`config.mk`:
```
export PLATFORM = sky130hd
export DESIGN_NAME = acc_core
export DESIGN_NICKNAME = d
export VERILOG_FILES = /design/src/rtl/acc_core_pkg.sv /design/src/rtl/acc_core_alu.sv /design/src/rtl/acc_core_pcgen.sv /design/src/rtl/acc_core.sv
export SDC_FILE = /design/constraint.sdc
export NUM_CORES = 1
export LEC_CHECK = 0
export BUFFER_PORTS_ARGS = -buffer_cell sky130_fd_sc_hd__clkbuf_2
export CORE_AREA = 2 2 98 62
export DETAILED_ROUTE_END_ITERATION = 8
export DIE_AREA = 0 0 100 64
export PLACE_DENSITY = 0.76
export SETUP_SLACK_MARGIN = 0.15
export SLEW_MARGIN = 0
export SYNTH_ARGS = -nofsm -noshare
export SYNTH_HDL_FRONTEND = slang
export SYNTH_SLANG_ARGS = --single-unit
```
`constraint.sdc`:
```
create_clock -name clk -period 3.18 [get_ports clk]
set_clock_uncertainty 0.15 [all_clocks]
set_input_delay 0.318 -clock clk [delete_from_list [all_inputs] [get_ports clk]]
set_output_delay 0.318 -clock clk [all_outputs]
set_load 0.005 [all_outputs]
```
`src/rtl/acc_core_pkg.sv`:
```
package acc_core_pkg;

    localparam int OPC_W = 4;
    localparam int TGT_W = 4;

    typedef enum logic [OPC_W-1:0] {
        OP_NOP  = 4'h0,
        OP_LDA  = 4'h1,
        OP_LDR  = 4'h2,
        OP_ADD  = 4'h3,
        OP_SUB  = 4'h4,
        OP_AND  = 4'h5,
        OP_OR   = 4'h6,
        OP_XOR  = 4'h7,
        OP_CMP  = 4'h8,
        OP_OUTA = 4'h9,
        OP_JMP  = 4'hA,
        OP_BZ   = 4'hB,
        OP_BNZ  = 4'hC,
        OP_HALT = 4'hD,
        OP_MOVA = 4'hE,
        OP_OUTR = 4'hF
    } opcode_e;

    typedef enum logic [1:0] {
        FLOW_SEQ  = 2'd0,
        FLOW_JUMP = 2'd1,
        FLOW_STOP = 2'd2
    } flow_e;

    typedef struct packed {
        logic  acc_we;
        logic  r1_we;
        logic  z_we;
        logic  out_we;
        logic  out_from_r1;
        flow_e flow;
    } ctrl_t;

    function automatic ctrl_t decode(opcode_e op, logic z);
        ctrl_t c;
        c      = '0;
        c.flow = FLOW_SEQ;
        case (op)
            OP_LDA, OP_ADD, OP_SUB, OP_AND, OP_OR, OP_XOR, OP_MOVA: begin
                c.acc_we = 1'b1;
                c.z_we   = 1'b1;
            end
            OP_LDR:  c.r1_we = 1'b1;
            OP_CMP:  c.z_we  = 1'b1;
            OP_OUTA: c.out_we = 1'b1;
            OP_OUTR: begin
                c.out_we      = 1'b1;
                c.out_from_r1 = 1'b1;
            end
            OP_JMP:  c.flow = FLOW_JUMP;
            OP_BZ:   c.flow = z ? FLOW_JUMP : FLOW_SEQ;
            OP_BNZ:  c.flow = z ? FLOW_SEQ : FLOW_JUMP;
            OP_HALT: c.flow = FLOW_STOP;
            default: ;
        endcase
        return c;
    endfunction

endpackage

```
`src/rtl/acc_core_alu.sv`:
```
module acc_core_alu
    import acc_core_pkg::*;
#(
    parameter int DATA_W = 8
) (
    input  opcode_e           op,
    input  logic [DATA_W-1:0] acc,
    input  logic [DATA_W-1:0] r1,
    input  logic [DATA_W-1:0] imm,
    output logic [DATA_W-1:0] res,
    output logic              zero
);

    always_comb begin
        case (op)
            OP_LDA:          res = imm;
            OP_ADD:          res = acc + r1;
            OP_SUB, OP_CMP:  res = acc - r1;
            OP_AND:          res = acc & r1;
            OP_OR:           res = acc | r1;
            OP_XOR:          res = acc ^ r1;
            OP_MOVA:         res = r1;
            default:         res = acc;
        endcase
        zero = (res == '0);
    end

endmodule

```
`src/rtl/acc_core_pcgen.sv`:
```
module acc_core_pcgen
    import acc_core_pkg::*;
#(
    parameter int SLOTS = 10,
    localparam int PC_W = (SLOTS > 1) ? $clog2(SLOTS) : 1
) (
    input  logic [PC_W-1:0]  pc,
    input  logic [TGT_W-1:0] tgt,
    input  flow_e            flow,
    output logic [PC_W-1:0]  pc_next
);

    logic [PC_W-1:0] seq_pc;
    logic [PC_W-1:0] jump_pc;

    always_comb begin
        seq_pc  = (pc == PC_W'(SLOTS - 1)) ? '0 : pc + PC_W'(1);
        jump_pc = (int'(tgt) < SLOTS) ? PC_W'(tgt) : '0;
        case (flow)
            FLOW_JUMP: pc_next = jump_pc;
            FLOW_STOP: pc_next = pc;
            default:   pc_next = seq_pc;
        endcase
    end

endmodule

```
`src/rtl/acc_core.sv`:
```
module acc_core
    import acc_core_pkg::*;
#(
    parameter int DATA_W  = 8,
    parameter int INSTR_W = 16,
    parameter int SLOTS   = 10,
    localparam int PC_W   = (SLOTS > 1) ? $clog2(SLOTS) : 1
) (
    input  logic               clk,
    input  logic               rst,
    input  logic               run,
    input  logic [INSTR_W-1:0] instr,
    output logic [PC_W-1:0]    pc,
    output logic [DATA_W-1:0]  port_out,
    output logic               halted
);

    logic [DATA_W-1:0] acc_q, r1_q, out_q;
    logic [PC_W-1:0]   pc_q, pc_next;
    logic              z_q, halted_q;

    opcode_e           op;
    logic [DATA_W-1:0] imm;
    logic [TGT_W-1:0]  tgt;
    ctrl_t             ctrl;
    logic [DATA_W-1:0] alu_res;
    logic              alu_zero;
    logic              exec;
    logic              unused_bits;

    assign op          = opcode_e'(instr[INSTR_W-1 -: OPC_W]);
    assign imm         = instr[DATA_W-1:0];
    assign tgt         = instr[TGT_W-1:0];
    assign unused_bits = ^instr[INSTR_W-OPC_W-1:DATA_W];
    assign ctrl        = decode(op, z_q);
    assign exec        = run && !halted_q;

    acc_core_alu #(.DATA_W(DATA_W)) u_alu (
        .op   (op),
        .acc  (acc_q),
        .r1   (r1_q),
        .imm  (imm),
        .res  (alu_res),
        .zero (alu_zero)
    );

    acc_core_pcgen #(.SLOTS(SLOTS)) u_pcgen (
        .pc      (pc_q),
        .tgt     (tgt),
        .flow    (ctrl.flow),
        .pc_next (pc_next)
    );

    always_ff @(posedge clk) begin
        if (rst) begin
            acc_q    <= '0;
            r1_q     <= '0;
            out_q    <= '0;
            pc_q     <= '0;
            z_q      <= 1'b0;
            halted_q <= 1'b0;
        end else if (!run) begin
            pc_q     <= '0;
            halted_q <= 1'b0;
        end else if (!halted_q) begin
            pc_q <= pc_next;
            if (ctrl.acc_we) acc_q <= alu_res;
            if (ctrl.r1_we)  r1_q  <= imm;
            if (ctrl.z_we)   z_q   <= alu_zero;
            if (ctrl.out_we) out_q <= ctrl.out_from_r1 ? r1_q : acc_q;
            if (ctrl.flow == FLOW_STOP) halted_q <= 1'b1;
        end
    end

    assign pc       = pc_q;
    assign port_out = out_q;
    assign halted   = halted_q;

    AST_PC_IN_RANGE: assert property (@(posedge clk) disable iff (rst)
        int'(pc_q) < SLOTS);

    AST_RUN_LOW_HOME: assert property (@(posedge clk) disable iff (rst)
        !run |=> (pc_q == '0 && !halted_q));

    AST_HALT_HOLDS: assert property (@(posedge clk) disable iff (rst)
        (run && halted_q) |=> (halted_q && $stable(pc_q) && $stable(out_q) && $stable(acc_q)));

    AST_HALT_FROM_OPCODE: assert property (@(posedge clk) disable iff (rst)
        $rose(halted_q) |-> $past(op) == OP_HALT);

    AST_CMP_KEEPS_ACC: assert property (@(posedge clk) disable iff (rst)
        (exec && op == OP_CMP) |=> $stable(acc_q));

    AST_OUT_ONLY_ON_OUTPUT_OP: assert property (@(posedge clk) disable iff (rst)
        !(exec && (op == OP_OUTA || op == OP_OUTR)) |=> $stable(out_q));

    AST_LDR_KEEPS_ACC: assert property (@(posedge clk) disable iff (rst)
        (exec && op == OP_LDR) |=> $stable(acc_q));

endmodule

```
==> results.py <==
metrics = {
    "outcome": {
        "outcome": "complete, no violations",
    },
    "synth": {
        "synth_top_cell_area_share_pct": 22.40,
        "synth_area_leaders": "dfxtp_1 (22%), ha_1 (11%), nor2_1 (7.8%), a21oi_1 (6.3%), a211oi_1 (3.9%)",
        "yosysMostFrequentCell": "nor2_1",
        "synth_edf_count": 0,
        "ys.flop_type": "dfxtp_1",
        "synth_area_leader_cell": "dfxtp_1",
        "synthTopCellsByCount": "nor2_1 (56), a21oi_1 (34), dfxtp_1 (30)",
        "yosysSeqAreaShare_pct": 22.40,
        "ys_warn_count": 0,
        "netlist_area_um2": 2681,
        "avgSynthCellArea_um2": 7.639,
        "ys_types": 62,
        "async_reset_ff_share_pct": 0,
        "synth_nets": 395,
        "ys_ff_latch": 30,
        "synthCells": 351,
    },
    "worst_setup_path": {
        "cp-startpoint": "r1_q[0]$_SDFFE_PP0P_",
        "r2r_start": "r1_q[0]$_SDFFE_PP0P_",
        "worstPathRequired_ns": 3.26,
        "r2r_slack_ns": 0.28,
        "rr_worst_depth": 12,
        "crit_type": "reg -> reg",
        "worstPathMaxFanout": 3,
        "cp-start-kind": "register",
        "r2r-end": "z_q$_SDFFE_PP0P_",
        "critical_path_arrival_ns": 2.98,
        "end_kind": "register",
    },
    "hold_path": {
        "min_to": "r1_q[6]$_SDFFE_PP0P_",
        "hp-start": "instr[6]",
        "whs_path_depth": 3,
        "hold_class": "in -> reg",
    },
    "grt": {
        "grt.busiest_layer": "met1",
        "grt_overflow": 0,
        "use_met3_pct": 6.346,
        "antenna_found_initial": 0,
        "met1_usage_pct": 37.56,
        "met2_usage_pct": 33.19,
        "grt_pass1_vias": 2365,
        "grt_max_degree": 33,
        "grt_pass1_wl_um": 12190,
        "grt_usage_pct": 24.45,
    },
    "detailed_routing": {
        "vias": 2711,
        "post_drt_wl_per_cell_um": 16.71,
        "route.detailed.drc": 0,
        "drt_iter0_drc": 274,
        "vias_per_cell": 6.038,
        "totalWireLength_um": 7502,
        "ant_nets": 0,
        "drtPass1Iterations": 5,
    },
    "placement": {
        "dp_slack_ns": 0.1046,
        "gp_congestion": 0.9651,
        "hpwl_um": 5658,
        "io_buffers": 27,
    },
    "cts": {
        "htreeDepth": 2,
        "cts_tree": "yes",
        "clock-sinks": 30,
        "clk_latency_ns": 0.29,
        "root_buffer": "clkbuf_8",
        "clk_pin_slew_ns": 0.07,
        "clock_path_buffers": 2,
        "cts_buffers": 5,
    },
    "finish": {
        "layout-drive-gt1-share_pct": 16.58,
        "nFillCells": 513,
        "final_core_util_pct": 54.49,
        "multi_input_area_um2": 1894,
        "syn_to_final_growth_pct": 11.06,
        "n_antenna_cell": 0,
        "final_nets": 423,
        "seqCellArea_um2": 601.8,
    },
    "floorplanning": {
        "die_area_um2": 6400,
        "die_h_um": 64,
        "ioPinCount": 32,
        "num_rows": 21,
        "die-width_um": 100,
        "coreArea_um2": 5465,
        "initial_utilization_pct": 49.06,
    },
    "timing": {
        "final.period_utilization_pct": 91.10,
        "slew_headroom_pct": 44.98,
        "report.final.slew_viol_count": 0,
        "setup_tns_ns": 0,
        "hold_viol": 0,
        "tightest_slew_ns": 0.8192,
        "fin_ws_ns": 0.2831,
        "fin_crit_ns": 2.897,
        "fmax_mhz": 345.2,
        "setup_viol": 0,
        "grt_setup_unrepaired": "false",
    },
    "power": {
        "p_sw_uw": 355.9,
        "powerDensity_nw_per_um2": 351.5,
        "switching_share_pct": 34.00,
        "power.internal_uw": 690.8,
        "pwr-share-seq_pct": 39.1,
        "p_leak_uw": 0.001205,
        "p_clk_share_pct": 31.5,
        "p_comb_share_pct": 29.4,
        "ir_worst_vdd_v": 0.0001865,
    },
    "job": {
        "drv_cap": 0,
    },
}
power groups by stage:
stage	registers [uW]	logic (uW)	clock network, uW
after floorplan	413	221	0
after detailed placement	417	293	0
after CTS	409	294	338
after global routing	411	340	360
final	409	308	330
after global placement	417	286	0
what timing repair did:
item / 4_1_cts / 5_1_grt
endpoints found under the setup margin: 0 / 2
gates resized for setup: 0 / 5
setup buffers: 0 / 1
hold buffers: 0 / 0
final cells by class:
class / count / area share [%]
Timing Repair Buffer: 37 / 7.059
Clock buffer: 7 / 2.899
Sequential cell: 30 / 20.21
Tap cell: 69 / 2.899
Inverter: 25 / 3.151
Clock inverter: 1 / 0.1681
Multi-Input combinational cell: 280 / 63.61
through the flow:
| stage | instances | hold WS (ns) | total power (uW) | instance area (um2) |
|---|---|---|---|---|
| 2_1_floorplan | 351 | 0.3119 | 633.8 | 2681 |
| 3_3_place_gp | 440 | 0.3390 | 702.2 | 2860 |
| 3_5_place_dp | 440 | 0.3437 | 709.9 | 2860 |
| 4_1_cts | 448 | 0.1362 | 1041 | 2952 |
| 5_1_grt | 449 | 0.1523 | 1111 | 2978 |
| 6_report | 449 | 0.1308 | 1047 | 2978 |
cells in the final DEF (no fill, tap or decap), types with 3 or more instances in the layout:
master / netlist / final
a211oi_1: 14 / 14
a21o_1: 3 / 3
a21oi_1: 34 / 33
a31oi_1: 5 / 5
a32oi_1: 4 / 4
and2_1: 4 / 4
buf_4: 6 / 10
clkbuf_2: 0 / 27
clkbuf_8: 0 / 6
dfxtp_1: 30 / 29
ha_1: 24 / 24
inv_1: 25 / 25
mux2i_1: 9 / 9
nand2_1: 21 / 21
nand2b_1: 6 / 6
nand3_1: 10 / 9
nor2_1: 56 / 56
nor2b_1: 3 / 3
o211ai_1: 3 / 3
o21ai_0: 19 / 19
o21ai_1: 5 / 5
or2_2: 3 / 3
xnor2_1: 9 / 9
xor2_1: 4 / 4
logic make-up after synthesis:
family          count (synthesis)  share of synthesized area [%]
compound gates                110                          27.21
xor+xnor                       14                          4.853
fa+ha+maj                      25                          11.95
buf+inv                        41                          7.606
flops                          30                          22.40
mux                            11                          4.200
simple gates                  120                          21.79
flip-flops by register name, indices dropped and copies added, names as in the netlist:
name	count
port_out	8
r1_q	8
acc_q	8
z_q	1
pc	4
halted	1
critical path: stages, from the launching register on:
cell and delay (ns):
dfxtp_1 0.35, inv_1 0.10, ha_1 0.30, mux2_2 0.29, inv_1 0.06, ha_1 0.22, nor2b_1 0.13, o2111ai_1 0.22
nand3_2 0.16, xor2_1 0.18, a221oi_2 0.25, nor4bb_2 0.25, a31o_1 0.17
routing by layer:
layer  vias up  share of wire (%)
met4         0               0.99
met3        11                9.5
met5         -                  0
met2       144                 41
li1       1305                  -
met1      1251                 49
how the worst max path moves through the flow:
stage               cells after the start          endpoint
detailed placement                     13  z_q$_SDFFE_PP0P_
floorplan                              12  z_q$_SDFFE_PP0P_
finish                                 12  z_q$_SDFFE_PP0P_
CTS                                    12  z_q$_SDFFE_PP0P_
global placement                       13  z_q$_SDFFE_PP0P_
global route                           11  z_q$_SDFFE_PP0P_
No activity file was read; power rests on OpenSTA's default activity.
